## src/rtl/idelta_pkg.sv

```systemverilog
package idelta_pkg;

    // Drive state of the charge pin: bit 1 = enable, bit 0 = level.
    typedef enum logic [1:0] {
        DRV_RELEASE = 2'b00,
        DRV_SINK    = 2'b10,
        DRV_SOURCE  = 2'b11
    } drive_e;

    // Map "pulse active" and "delta negative" onto a pin drive state.
    function automatic drive_e drive_select(input logic active, input logic negative);
        if (!active)
            return DRV_RELEASE;
        else if (negative)
            return DRV_SINK;
        else
            return DRV_SOURCE;
    endfunction

    function automatic logic drive_enable(input drive_e d);
        return d[1];
    endfunction

    function automatic logic drive_level(input drive_e d);
        return d[0];
    endfunction

endpackage

```

## src/rtl/idelta_period_ctr.sv

```systemverilog
module idelta_period_ctr #(
    parameter int CNT_W = 12
) (
    input  logic             clk,
    input  logic             rst,
    output logic [CNT_W-1:0] cnt,
    output logic             wrap,
    output logic             req
);
    logic [CNT_W-1:0] cnt_q;
    logic             req_q;

    assign wrap = &cnt_q;
    assign cnt  = cnt_q;
    assign req  = req_q;

    always_ff @(posedge clk) begin
        if (rst) begin
            cnt_q <= '0;
            req_q <= 1'b0;
        end else begin
            cnt_q <= cnt_q + 1'b1;
            req_q <= wrap;
        end
    end

    // the counter steps by one each clock and folds back to zero
    a_r1_count_step: assert property (@(posedge clk) disable iff (rst)
        !wrap |=> cnt_q == $past(cnt_q) + 1'b1);
    a_r1_count_fold: assert property (@(posedge clk) disable iff (rst)
        wrap |=> cnt_q == '0);
    // the request only appears in the first clock of a period
    a_r1_req_at_zero: assert property (@(posedge clk) disable iff (rst)
        req_q |-> cnt_q == '0);

endmodule

```

## src/rtl/idelta_cmd_store.sv

```systemverilog
module idelta_cmd_store #(
    parameter int CNT_W   = 12,
    parameter int DELTA_W = 16
) (
    input  logic               clk,
    input  logic               rst,
    input  logic               strobe,
    input  logic [DELTA_W-1:0] delta,
    input  logic               wrap,
    output logic [CNT_W-1:0]   act_mag,
    output logic               act_neg
);
    localparam int MAX_MAG = (2 ** CNT_W) - 1;
    localparam int ABS_W   = DELTA_W + 1;

    typedef struct packed {
        logic             neg;
        logic [CNT_W-1:0] mag;
    } cmd_t;

    logic [ABS_W-1:0] abs_w;
    logic             in_neg;
    cmd_t             incoming;
    cmd_t             pend_q;
    cmd_t             act_q;

    assign in_neg = delta[DELTA_W-1];

    // Absolute value computed one bit wider so the most negative code fits.
    always_comb begin
        if (in_neg)
            abs_w = -{delta[DELTA_W-1], delta};
        else
            abs_w = {1'b0, delta};
    end

    // Saturating clamp only exists when the input can exceed the counter range.
    generate
        if (ABS_W > CNT_W) begin : g_clamp
            logic over;
            assign over = abs_w > ABS_W'(MAX_MAG);
            always_comb begin
                incoming.neg = in_neg;
                incoming.mag = over ? CNT_W'(MAX_MAG) : abs_w[CNT_W-1:0];
            end
        end else begin : g_direct
            always_comb begin
                incoming.neg = in_neg;
                incoming.mag = CNT_W'(abs_w);
            end
        end
    endgenerate

    always_ff @(posedge clk) begin
        if (rst) begin
            pend_q <= '0;
            act_q  <= '0;
        end else begin
            if (wrap) begin
                act_q  <= pend_q;
                pend_q <= strobe ? incoming : '0;
            end else if (strobe) begin
                pend_q <= incoming;
            end
        end
    end

    assign act_mag = act_q.mag;
    assign act_neg = act_q.neg;

    // the applied delta only changes at a period boundary
    a_r5_hold_mid_period: assert property (@(posedge clk) disable iff (rst)
        !wrap |=> $stable(act_q));
    // with no strobe since the last boundary, the next period carries nothing
    a_r7_consumed: assert property (@(posedge clk) disable iff (rst)
        (wrap && !strobe) |=> pend_q.mag == '0);

endmodule

```

## src/rtl/idelta_pulse_gen.sv

```systemverilog
module idelta_pulse_gen
    import idelta_pkg::*;
#(
    parameter int CNT_W = 12
) (
    input  logic             clk,
    input  logic             rst,
    input  logic [CNT_W-1:0] cnt,
    input  logic [CNT_W-1:0] act_mag,
    input  logic             act_neg,
    output logic             drv_en,
    output logic             drv_level
);
    drive_e drive;
    logic   active;

    assign active    = cnt < act_mag;
    assign drive     = drive_select(active, act_neg);
    assign drv_en    = drive_enable(drive);
    assign drv_level = drive_level(drive);

    // one contiguous run that can only start in the first clock of a period
    a_r2_single_pulse: assert property (@(posedge clk) disable iff (rst)
        (drv_en && cnt != '0) |-> $past(drv_en));
    // direction does not change within a run
    a_r3_level_stable: assert property (@(posedge clk) disable iff (rst)
        (drv_en && $past(drv_en)) |-> drv_level == $past(drv_level));
    // a released pin reads level zero
    a_r4_level_quiet: assert property (@(posedge clk) disable iff (rst)
        !drv_en |-> !drv_level);

endmodule

```

## src/rtl/idelta_dac.sv

```systemverilog
module idelta_dac #(
    parameter int CNT_W   = 12,
    parameter int DELTA_W = 16
) (
    input  logic               clk,
    input  logic               rst,
    input  logic               smp_strobe,
    input  logic [DELTA_W-1:0] smp_delta,
    output logic               drv_en,
    output logic               drv_level,
    output logic               smp_req
);
    logic [CNT_W-1:0] cnt;
    logic             wrap;
    logic [CNT_W-1:0] act_mag;
    logic             act_neg;

    idelta_period_ctr #(.CNT_W(CNT_W)) u_ctr (
        .clk  (clk),
        .rst  (rst),
        .cnt  (cnt),
        .wrap (wrap),
        .req  (smp_req)
    );

    idelta_cmd_store #(.CNT_W(CNT_W), .DELTA_W(DELTA_W)) u_cmd (
        .clk     (clk),
        .rst     (rst),
        .strobe  (smp_strobe),
        .delta   (smp_delta),
        .wrap    (wrap),
        .act_mag (act_mag),
        .act_neg (act_neg)
    );

    idelta_pulse_gen #(.CNT_W(CNT_W)) u_pulse (
        .clk       (clk),
        .rst       (rst),
        .cnt       (cnt),
        .act_mag   (act_mag),
        .act_neg   (act_neg),
        .drv_en    (drv_en),
        .drv_level (drv_level)
    );

    // outputs quiet in the first clock after reset
    a_r9_reset_state: assert property (@(posedge clk) disable iff (rst)
        $past(rst) |-> (!drv_en && !drv_level && !smp_req));

endmodule

```

## config.mk

```make
export PLATFORM = sky130hd
export DESIGN_NAME = idelta_dac
export DESIGN_NICKNAME = d
export VERILOG_FILES = /design/src/rtl/idelta_pkg.sv /design/src/rtl/idelta_period_ctr.sv /design/src/rtl/idelta_cmd_store.sv /design/src/rtl/idelta_pulse_gen.sv /design/src/rtl/idelta_dac.sv
export SDC_FILE = /design/constraint.sdc
export NUM_CORES = 1
export LEC_CHECK = 0
export ABC_AREA = 1
export CAP_MARGIN = 30
export CORE_MARGIN = 1
export CORE_UTILIZATION = 57
export CTS_CLUSTER_SIZE = 12
export DETAILED_ROUTE_END_ITERATION = 8
export PLACE_DENSITY = 0.81
export SETUP_SLACK_MARGIN = 0.15
export SYNTH_ARGS = -nofsm -noshare
export SYNTH_HDL_FRONTEND = slang
export SYNTH_SLANG_ARGS = --single-unit
```

## constraint.sdc

```tcl
create_clock -name clk -period 1.8 [get_ports clk]
set_input_delay 0.36 -clock clk [delete_from_list [all_inputs] [get_ports clk]]
set_output_delay 0.36 -clock clk [all_outputs]
set_load 0.02 [all_outputs]
```

==> flow_summary.toml, run 1 <==
[status]
tool.error = "[ERROR DPL-0038] Utilization greater than 100%, impossible to legalize"
outcome.stop_stage = "5_1_grt"
outcome = "did not finish"

[synth]
number_of_standard_cells_after_synthesis = 309
synth-seq-cells = 39
yosys.cell_count.top_type = "nand2_1"
avgSynthCellArea_um2 = 7.36
synth-edff-count = 0
synth_async_sr_flop_share_pct = 0
synth.cell_area_um2 = 2270
ys.warnings.count = 0
netlist_top_cells_area = "dfxtp_1 (34%), nand2_1 (8.1%), ha_1 (7.2%)"
synth_ff_type = "dfxtp_1"
synth.top_cell.area_share_pct = 34.3
yosysTopAreaCell = "dfxtp_1"
synth_fp_nets = 341
netlist-cell-type-count = 32
synth.cells.most_frequent = "nand2_1 (49), inv_1 (40), dfxtp_1 (39), a21oi_1 (32), nand2_2 (26)"
synth_sequential_area_ratio_pct = 34.3

[clock_network]
htree_num_levels = 2
inserted_clock_buffers = 5
numClockSinks = 39
holdBufCountCts = 0
cts-root-to-sink-buffers = 2
clock_tree.root_cell = "clkbuf_8"

[placement]
hpwl_um = 3710
place.port_buffers = 21
dpl_cell_area_um2 = 2890
routabilityCongestion = 0.796

[timing]
postGrtWorstEndpoint = "drv_level"
worst_endpoint_kind = "primary output"

[floorplanning]
std_cell_rows = 22
die-width_um = 65.2
ios = 22
floorplan.initialDensity_pct = 60.8
die_height_um = 65.2

[global_route]
grt_start_max_net_pins = 21
timing repair:
action	4_1_cts
gates resized for setup	69
gates cloned	1
buffers inserted	12
endpoints found under the setup margin	28
pin swaps	26
kinds of logic after synthesis:
group	synth area share (%)
simple gates	26.6
compound gates	18.2
buf+inv	10.3
flops	34.3
fa+ha+maj	7.15
xor+xnor	3.47
metrics by stage:
stage          utilization (%)  worst slack (ns)  std cells
3_5_place_dp              77.1            -0.404        421
3_3_place_gp              77.1            -0.329        421
2_1_floorplan                -            0.0884        309
4_1_cts                   87.6            -0.218        442
==> run 2: changes to the inputs <==
--- a/config.mk
+++ b/config.mk
@@ -8,11 +8,9 @@
 export ABC_AREA = 1
 export CAP_MARGIN = 30
 export CORE_MARGIN = 1
-export CORE_UTILIZATION = 57
-export CTS_CLUSTER_SIZE = 12
+export CORE_UTILIZATION = 40
 export DETAILED_ROUTE_END_ITERATION = 8
-export PLACE_DENSITY = 0.81
-export SETUP_SLACK_MARGIN = 0.15
+export PLACE_DENSITY_LB_ADDON = 0.15
 export SYNTH_ARGS = -nofsm -noshare
 export SYNTH_HDL_FRONTEND = slang
 export SYNTH_SLANG_ARGS = --single-unit
==> flow_summary.toml, run 2 <==
[status]
outcome = "finished, violations left"
violations = "setup timing"

[floorplanning]
die_height_um = 77.4
floorplan.initialDensity_pct = 41.3
design.die.area_um2 = 5990
std_cell_rows = 27
ios = 22
die-width_um = 77.4
core-area_um2 = 5510

[cells_and_area]
mostFrequentLayoutCell = "buf_4"
final_cell_mix = "buf_4 (53), nand2_1 (47), inv_1 (34)"
layout.cells.non_filler = 460
n_antenna_cell = 0
regMostFlops = "u_cmd.pend_q"
nFillCells = 526
share_of_post_route_cells_with_drive_strength_above_1_pct = 40.7
largest_register_ffs = 13
design.final.nets = 419
area.growth.synth_to_final_pct = 45.7

[synth]
netlist_top_cells_area = "dfxtp_1 (34%), nand2_1 (8.1%), ha_1 (7.2%)"
synth-edff-count = 0
synth.cells.most_frequent = "nand2_1 (49), inv_1 (40), dfxtp_1 (39), a21oi_1 (32), nand2_2 (26)"
synth_fp_nets = 341
synth.top_cell.area_share_pct = 34.3
yosysTopAreaCell = "dfxtp_1"
synth_async_sr_flop_share_pct = 0
netlist-cell-type-count = 32
number_of_standard_cells_after_synthesis = 309
avgSynthCellArea_um2 = 7.36
synth_sequential_area_ratio_pct = 34.3
synth-seq-cells = 39
synth_ff_type = "dfxtp_1"
yosys.cell_count.top_type = "nand2_1"
synth.cell_area_um2 = 2270
ys.warnings.count = 0

[clock_network]
clkLatencyLatePin_ns = 0.28
numClockSinks = 39
htree_num_levels = 2
clkSlewWorstSetupHoldPaths_ns = 0.07
cts-root-to-sink-buffers = 2
clock_tree.root_cell = "clkbuf_8"
clock_tree_from_tritoncts = "yes"
inserted_clock_buffers = 5

[critical_path]
crit_path_end_kind = "output port"
data_required_time_of_the_critical_path_ns = 1.44
timing.critical_path.from_type = "flop"
critical_path.max_fanout = 2
worst_reg2reg_path_depth = 10
setup.worst_path.class = "reg2out"
timing.critical_path.arrival_ns = 1.67

[routing]
post-route-drc-count = 0
drt-wirelength-per-cell_um = 10.5
route.vias.total = 2112
number_of_vias_per_cell = 4.59
antenna_left = 0
drt_iter0_drc = 60
drt_pass1_iterations = 4
wl_um = 4840

[power_and_ir_drop]
power.density_cell_area_nw_per_um2 = 572
max-vdd-ir-drop_mv = 0.280
leak_pwr_nw = 1.53
power_consumption_mw = 1.90

[timing]
final-max-slew-violation-count = 0
hold_ws_ns = 0.470
setup_viol = 2
fin_tns_setup_ns = -0.449
final.period_utilization_pct = 113
final_hold_vios = 0
final_period_minus_worst_setup_slack_ns = 2.03
timing_worst_slew_pin_value_ns = 0.622
post-route-worst-setup-slack_ns = -0.231
timing.slew.headroom_pct = 58.5
worst_clock_skew_ns = 0.00404
rsz0062_at_grt = "yes"
timing.fmax_ghz = 0.492

[placement]
place_inst = 444
hpwl_um = 3500
place.port_buffers = 21
routabilityCongestion = 0.820

[global_route]
gr-total-overflow = 0
globalRouteTotalUtil_pct = 16.2
via_count_of_the_first_global_routing_pass = 1952
global_route_wire_length_before_repair_um = 7980
grt_start_max_net_pins = 21
grt_antenna_before_repair = 0

[hold_path]
holdCritPathClass = "reg2reg"
hold-path-cell-count = 2

[flow_run]
cap_violations = 0
run 2: final timing paths:
kind                           from               end  slack (ns)
setup / recovery  u_cmd.act_mag[10]            drv_en       -0.23
hold / removal     u_cmd.pend_q[11]  u_cmd.pend_q[11]        0.47
setup reg to reg       u_ctr.cnt[1]  u_cmd.act_mag[0]        0.12
hold reg to reg    u_cmd.pend_q[11]  u_cmd.pend_q[11]        0.47
run 2: cell type report:
| class | instances | area, um^2 | share of cell area, % |
|---|---|---|---|
| Multi-Input combinational cell | 216 | 1430 | 43.2 |
| Sequential cell | 39 | 788 | 23.8 |
| Inverter | 45 | 175 | 5.29 |
| Clock buffer | 8 | 100 | 3.02 |
| Tap cell | 72 | 90.1 | 2.72 |
| Timing Repair Buffer | 80 | 729 | 22.0 |
run 2: metrics by stage:
| stage | setup WS, ns | util (%) | cell area, um^2 |
|---|---|---|---|
| floorplan | 0.0884 | - | 2280 |
| global placement | -0.367 | 52.9 | 2910 |
| detailed placement | -0.448 | 52.9 | 2910 |
| CTS | -0.235 | 55.7 | 3070 |
| global route | -0.323 | 60.2 | 3310 |
| finish | -0.231 | 60.2 | 3310 |
run 2: kinds of logic (layout without fill, tap and decap cells):
group / Yosys count / in the layout / synth area share, %
AND/OR/NAND/NOR: 123 / 123 / 26.6
AO/OA/AOI/OAI: 71 / 71 / 18.2
buffers and inverters: 54 / 133 / 10.3
flip-flops: 39 / 39 / 34.3
adder cells (fa/ha/maj): 13 / 13 / 7.15
XOR/XNOR: 9 / 9 / 3.47
run 2: what timing repair did:
action,in CTS,in global routing
resized for setup,25,59
setup buffers,0,5
cloned,0,3
endpoints found under the setup margin,2,28
hold buffers,0,0
pin swaps,6,11
run 2: per-layer routing:
| metal | track usage (%) | vias to the layer above | share of wire (%) |
|---|---|---|---|
| li1 | - | 1156 | - |
| met1 | 19.5 | 926 | 46 |
| met2 | 29.4 | 28 | 51 |
| met3 | 2.24 | 2 | 1.9 |
| met4 | 5.47 | 0 | 0.62 |
| met5 | 0 | - | 0 |
run 2: report_power, final:
group,internal [mW],switching (mW)
Sequential,0.890,0.0168
Clock,0.350,0.282
Combinational,0.180,0.179
run 2: worst max-delay path: stages (launching register included):
cell      delay [ns]
dfxtp_1         0.31
inv_1           0.06
ha_1            0.28
nand4_1         0.17
o221ai_2        0.25
buf_4           0.16
a21oi_2         0.03
buf_6           0.14
No activity file was read; power rests on OpenSTA's default activity.
